**config.mk**
```make
export PLATFORM = sky130hd
export DESIGN_NAME = idpage_read_spi
export DESIGN_NICKNAME = d
export VERILOG_FILES = /design/src/rtl/idpage_read_spi.sv
export SDC_FILE = /design/constraint.sdc
export NUM_CORES = 1
export LEC_CHECK = 0
export BUFFER_PORTS_ARGS = -buffer_cell sky130_fd_sc_hd__buf_4
export CAP_MARGIN = 15
export CELL_PAD_IN_SITES_DETAIL_PLACEMENT = 1
export CELL_PAD_IN_SITES_GLOBAL_PLACEMENT = 1
export CORE_AREA = 5 5 196 198
export CTS_BUF_LIST = sky130_fd_sc_hd__clkbuf_8 sky130_fd_sc_hd__clkbuf_16
export DETAILED_ROUTE_END_ITERATION = 10
export DIE_AREA = 0 0 201 203
export PLACE_DENSITY = 0.78
export SKIP_CTS_REPAIR_TIMING = 1
export SLEW_MARGIN = 25
export SYNTH_ARGS = -nofsm -noshare
export SYNTH_HDL_FRONTEND = slang
export SYNTH_SLANG_ARGS = --single-unit
```
**constraint.sdc**
```tcl
create_clock -name clk -period 6.4 [get_ports clk]
set_clock_uncertainty 0.1 [all_clocks]
set_input_delay 1.6 -clock clk [delete_from_list [all_inputs] [get_ports clk]]
set_output_delay 1.6 -clock clk [all_outputs]
set_load 0.02 [all_outputs]
```
**src/rtl/idpage_read_spi.sv**
```systemverilog
module idpage_read_spi #(
  parameter logic [7:0] OPCODE     = 8'h83,
  parameter int         PAGE_BYTES = 64,
  parameter int         ADDR_BITS  = 16,
  parameter int         ZERO_BIT   = 10
) (
  input  logic                    clk,
  input  logic                    rst_n,
  input  logic                    busy,
  input  logic [PAGE_BYTES*8-1:0] page_bits,
  input  logic                    cs_n,
  input  logic                    sck,
  input  logic                    mosi,
  output logic                    miso,
  output logic                    miso_oe
);
  localparam int AW = $clog2(PAGE_BYTES);
  localparam int CW = $clog2(ADDR_BITS > 8 ? ADDR_BITS : 8);

  typedef enum logic [1:0] {ST_CMD, ST_ADDR, ST_DATA, ST_SILENT} state_t;

  logic [1:0] cs_s, sck_s, mosi_s;
  logic       sck_d;
  state_t     st;
  logic [CW-1:0]        bcnt;
  logic [6:0]           cmd_sh;
  logic [ADDR_BITS-2:0] addr_sh;
  logic [AW-1:0]        ptr;
  logic [2:0]           ocnt;
  logic [7:0]           out_sh;
  logic                 miso_q, oe_q;

  always_ff @(posedge clk or negedge rst_n) begin
    if (!rst_n) begin
      cs_s   <= 2'b11;
      sck_s  <= 2'b00;
      mosi_s <= 2'b00;
      sck_d  <= 1'b0;
    end else begin
      cs_s   <= {cs_s[0], cs_n};
      sck_s  <= {sck_s[0], sck};
      mosi_s <= {mosi_s[0], mosi};
      sck_d  <= sck_s[1];
    end
  end

  wire cs_hi    = cs_s[1];
  wire s_mosi   = mosi_s[1];
  wire sck_rise = sck_s[1] & ~sck_d;
  wire sck_fall = ~sck_s[1] & sck_d;

  wire [7:0]    cmd_w  = {cmd_sh, s_mosi};
  wire [AW-1:0] low_w  = {addr_sh[AW-2:0], s_mosi};
  wire          zero_w = addr_sh[ZERO_BIT-1];

  always_ff @(posedge clk or negedge rst_n) begin
    if (!rst_n) begin
      st      <= ST_CMD;
      bcnt    <= '0;
      cmd_sh  <= '0;
      addr_sh <= '0;
      ptr     <= '0;
      ocnt    <= '0;
      out_sh  <= '0;
      miso_q  <= 1'b0;
      oe_q    <= 1'b0;
    end else if (cs_hi) begin
      st   <= ST_CMD;
      bcnt <= '0;
      ocnt <= '0;
      oe_q <= 1'b0;
    end else begin
      if (sck_rise) begin
        case (st)
          ST_CMD: begin
            cmd_sh <= cmd_w[6:0];
            bcnt   <= bcnt + CW'(1);
            if (bcnt == CW'(7)) begin
              bcnt <= '0;
              st   <= (cmd_w == OPCODE && !busy) ? ST_ADDR : ST_SILENT;
            end
          end
          ST_ADDR: begin
            addr_sh <= {addr_sh[ADDR_BITS-3:0], s_mosi};
            bcnt    <= bcnt + CW'(1);
            if (bcnt == CW'(ADDR_BITS-1)) begin
              bcnt <= '0;
              if (zero_w) begin
                st <= ST_SILENT;
              end else begin
                st     <= ST_DATA;
                out_sh <= page_bits[{low_w, 3'b000} +: 8];
                ptr    <= low_w + AW'(1);
                ocnt   <= '0;
              end
            end
          end
          default: ;
        endcase
      end
      if (sck_fall && st == ST_DATA) begin
        miso_q <= out_sh[7];
        oe_q   <= 1'b1;
        ocnt   <= ocnt + 3'd1;
        if (ocnt == 3'd7) begin
          out_sh <= page_bits[{ptr, 3'b000} +: 8];
          ptr    <= ptr + AW'(1);
        end else begin
          out_sh <= {out_sh[6:0], 1'b0};
        end
      end
    end
  end

  assign miso    = miso_q;
  assign miso_oe = oe_q;

  p_quiet_idle_r1: assert property (@(posedge clk) disable iff (!rst_n)
    cs_hi |=> !miso_oe);
  p_oe_in_data_r2: assert property (@(posedge clk) disable iff (!rst_n)
    miso_oe |-> st == ST_DATA);
  p_ptr_step_r4: assert property (@(posedge clk) disable iff (!rst_n)
    (!cs_hi && st == ST_DATA && sck_fall && ocnt == 3'd7) |=> ptr == $past(ptr) + AW'(1));
  p_silent_r6: assert property (@(posedge clk) disable iff (!rst_n)
    st == ST_SILENT |-> !miso_oe);
  p_busy_refuse_r8: assert property (@(posedge clk) disable iff (!rst_n)
    (!cs_hi && st == ST_CMD && sck_rise && bcnt == CW'(7) && busy) |=> st != ST_ADDR);
  p_miso_on_fall_r10: assert property (@(posedge clk) disable iff (!rst_n)
    !$stable(miso_q) |-> $past(sck_fall));
endmodule

```
# Word-level counts from Yosys, hierarchy flattened
# Cells that the tools add are included.
word_totals:
  output_inout_bits: 2
  input_bits: 518
  ff_bits: 49
  word_cells: 86
classes:
  n_shift: 2
  mux: 32
  bitwise: 5
  n_addsub: 4
  n_eq_ne: 10
  reduce_logical: 20
op_table:
  columns: ["cell", "count"]
  rows:
  - ["variable part select 512 x 10 -> 8 bit", 2]
  - ["two-way mux 8 bit", 6]
  - ["two-way mux 6 bit", 6]
  - ["two-way mux 3 bit", 6]
  - ["two-way mux 4 bit", 4]
  - ["adder 6 x 1 -> 6 bit (second input constant)", 2]
  - ["nonzero test 3 bit", 4]
  - ["two-way mux 2 bit", 5]
  - ["nonzero test 2 bit", 5]
  - ["equality test 8 bit (second input constant)", 1]
  - ["case mux 4 bit (2 select lines)", 1]
  - ["AND reduction 4 bit", 2]
  - ["inequality test 3 bit (second input constant)", 2]
  - ["AND reduction 3 bit", 2]
  - ["AND reduction 5 bit", 1]
  - ["adder 4 x 1 -> 4 bit (second input constant)", 1]
  - ["equality test 4 x 3 -> 1 bit (second input constant)", 1]
  - ["equality test 4 bit (second input constant)", 1]
  - ["case mux 2 bit (2 select lines)", 1]
  - ["AND reduction 2 bit", 2]
  - ["adder 3 x 1 -> 3 bit (second input constant)", 1]
  - ["equality test 3 bit (second input constant)", 1]
  - ["two-way mux 1 bit", 3]
  - ["inequality test 3 x 2 -> 1 bit (second input constant)", 1]
  - ["8 further kinds", 12]

# Logic depth before layout (Yosys ltp)
depth:
  depth_word: 7
  depth_mapped: 11
  ltp_nobuf: 7

# Worst setup path after synthesis
# Ideal clock, no wire load.
synth_timing:
  path_kind: "in2reg"
  from: "input page_bits[507]"
  to: "register out_sh[3]"
  setup_slack_ns: 3.118
  t_required_ns: 6.174
  setup_ns: 0.126
  path_buffers: 0
  t_arrival_ns: 3.056
  cell_stages: 5
  cell_sequence: "mux4_2 > mux2_2 > a221o_1 > a22o_1 > o32a_1"
synth_between:
  elab_chain_len: 6
  word_cells_on_any_way: 8
  cone_classes: "shift (2); mux (6)"
synth_lines:
  columns: ["element", "line_no", "rtl"]
  rows:
  - ["start, declared", "10", "input logic [PAGE_BYTES*8-1:0] page_bits,"]
  - ["variable part select 512 x 10 -> 8 bit", "92", "out_sh <= page_bits[{low_w, 3'b000} +: 8];"]
  - ["two-way mux 8 bit", "88", "if (zero_w) begin"]
  - ["two-way mux 8 bit", "86", "if (bcnt == CW'(ADDR_BITS-1)) begin"]
  - ["two-way mux 8 bit", "74", "case (st)"]
  - ["two-way mux 8 bit", "73", "if (sck_rise) begin"]
  - ["two-way mux 8 bit *", "101", "if (sck_fall && st == ST_DATA) begin"]
  - ["end signal, assigned", "92", null]
  - ["end signal, assigned", "106", "out_sh <= page_bits[{ptr, 3'b000} +: 8];"]
  - ["end signal, assigned", "109", "out_sh <= {out_sh[6:0], 1'b0};"]
  - ["end, declared", "30", "logic [7:0] out_sh;"]
# Every way passes the cells marked *; elsewhere a longest branch is shown, timed or not. The select of a mux whose other input is x is not followed.
# A chain may end at the register's enable or synchronous reset.

# Final worst setup path
layout_timing:
  from: "register ptr[1]"
  to: "register out_sh[2]"
layout_between:
  elab_chain_len: 3
layout_lines:
  columns: ["element", "line_no", "rtl"]
  rows:
  - ["start, declared", "28", "logic [AW-1:0] ptr;"]
  - ["start signal, assigned", "93", "ptr <= low_w + AW'(1);"]
  - ["start signal, assigned", "107", "ptr <= ptr + AW'(1);"]
  - ["variable part select 512 x 10 -> 8 bit", "106", null]
  - ["two-way mux 8 bit", "105", "if (ocnt == 3'd7) begin"]
  - ["two-way mux 8 bit", "101", null]
# No other way between the ends.

==> metrics.yaml <==
cells_and_area:
  drive_above_1_share_pct: 45.14
  nets: 2064
  syn_to_final_growth_pct: 39.50
  stdcell_area_um2: 15090
floorplan:
  io_pins: 520
  fp.dieH_um: 203
  rows: 70
  coreArea_um2: 36350
  die_width_um: 201
  initial_utilization_pct: 29.77
  die_area_um2: 40800
sta:
  drv_slew: 0
  finalWorstPathRequiredPeriod_ns: 3.461
  finalSetupTns_ns: 0
  max_freq_mhz: 289.0
  final.setup.worst_slack_ns: 2.939
  post-route-period-util_pct: 54.07
  worst_pin_slew_ns: 1.121
  hold_viol: 0
  setup_violations: 0
  fin_hold_ws_ns: 0.2538
  rsz0062_at_grt: "false"
  slew_headroom_pct: 25.14
clocking:
  cts.sinks: 49
  cts_tree: "built"
  numCtsBuffers: 5
  clk_pin_slew_ns: 0.09
  clkLatencyLatePin_ns: 0.31
  cts.root.buffer_cell: "clkbuf_16"
  cts.path.max_buffers: 2
  cts.htree.levels: 2
synth:
  ys_types: 60
  yosys.area.top_type_share_pct: 29.88
  syn_area_um2: 10820
  synth_nets: 1644
  yosys_warnings: 0
  synth-edff-count: 0
  synth_most_common_cell: "mux2i_1"
  ys_ff_latch: 49
  syn_inst: 1121
  yosys-top-cells-count: "mux2i_1 (323), mux4_2 (104), a21oi_1 (70)"
  ys.flop_type: "dfrtp_1"
  yosysTopAreaCell: "mux2i_1"
  netlist_top_cells_area: "mux2i_1 (30%), mux4_2 (22%), dfrtp_1 (11%)"
  syn_area_per_cell_um2: 9.652
  ys_seq_area_share_pct: 11.36
  async_flop_share_pct: 100.0
global_routing:
  track_usage_pct: 28.03
  grtUsageMet1_pct: 32.25
  grt_pass1_wl_mm: 87.90
  grt_overflow: 0
  use_met3_pct: 7.363
  grt.met2_usage_pct: 48.41
  grt_pass1_vias: 13636
  grt_max_degree: 88
  gr-max-usage-layer: "met2"
  antenna_found_initial: 10
power:
  leakage_nw: 5.674
  ir_drop_mv: 0.07870
  fin_total_pwr_mw: 1.235
  power_density_nw_per_um2: 81.84
setup_path:
  arrival_ns: 3.56
  critPathLaunchType: "flip-flop"
  path_class: "reg2reg"
  end_kind: "flip-flop"
  cp_data_required_time_ns: 6.50
  cp_max_fo: 33
placement:
  dp_slack_ns: 2.872
  dpl.hpwl_mm: 47.39
  postPlaceCellArea_um2: 14900
  gp_congestion: 0.9257
  io_buffers: 519
flow_run:
  drv_cap: 0
routing:
  drt_iter0_drc: 712
  dr_total_vias: 12454
  via_per_inst: 6.175
  drc: 0
  antenna_left: 0
  drt_wl_total_mm: 60.77
  drt-wirelength-per-cell_um: 30.13
  drt_pre_antenna_iters: 6
worst_hold_path:
  hold_class: "reg2reg"
outcome:
  status: "finished clean"
[worst max-delay path, stage by stage, from the launching register on]
cell	delay, ns
dfrtp_1	0.68
nor2_4	0.84
buf_4	0.55
a22oi_1	0.12
and3_1	0.22
a21oi_1	0.28
a41oi_1	0.16
o32a_1	0.37
[kinds of logic after synthesis]
family | count (synthesis) | synth area share [%]
AOI/OAI and AO/OA | 289 | 18.63
xor gates and xnor gates | 6 | 0.4857
adders and majority gates | 5 | 0.5782
buffers and inverters | 128 | 6.071
DFF | 49 | 11.36
muxes | 450 | 53.92
and+or+nand+nor | 194 | 8.962
[layout by cell type, fill, tap and decap left out, types with 24 or more instances in the layout]
cell type	instances
a22oi_1	65
mux2i_1	323
a22o_1	24
nor2_1	28
nand2_1	60
nand3_1	36
mux4_2	104
buf_4	533
dfrtp_1	41
a221oi_1	29
a21oi_1	69
[worst paths after layout]
check                                from   endpoint  slack, ns  cells after the start
worst min-delay path            mosi_s[0]  mosi_s[1]       0.25                      0
min in group asynchronous           rst_n   sck_s[0]       1.24                      1
worst max register to register     ptr[1]  out_sh[2]       2.94                      7
worst max-delay path               ptr[1]  out_sh[2]       2.94                      7
worst min register to register  mosi_s[0]  mosi_s[1]       0.25                      0
max in group asynchronous           rst_n     ptr[0]       4.39                      1
[layer usage]
metal  vias up  routed length (µm)
li1       5419                   -
met1      6229               22750
met2       648               29790
met3       152                5074
met4         6                3129
met5         -                  31
[where the power goes]
part	internal, mW	leakage [nW]	switching [mW]
sequential	0.331	0.619	0.0254
combinational	0.369	4.99	0.219
clock	0.148	0.0680	0.142
[sequential cells by signal, indices dropped and copies added, names as in the netlist]
name,cells
addr_sh,10
out_sh,8
cmd_sh,7
ptr,6
bcnt,4
ocnt,3
cs_s,2
mosi_s,2
sck_s,2
st,2
miso,1
miso_oe,1
sck_d,1
[final cells by class]
type	count	area, µm²
well taps	468	585.6
repair buffers	538	4109
multi-input cells	944	8976
fillers	4215	21250
clock inverters	3	26.28
inverters	3	11.26
diodes	7	17.52
clock buffers	5	125.1
flip-flops and latches	49	1244
[per-stage QoR]
stage | std cells | utilization, %
after CTS | 2009 | 41.40
after floorplan | 1121 | -
after detailed placement | 2001 | 40.99
after global routing | 2016 | 41.52
after global placement | 2001 | 40.96
final | 2017 | 41.53
(Power assumes the default switching activity.)
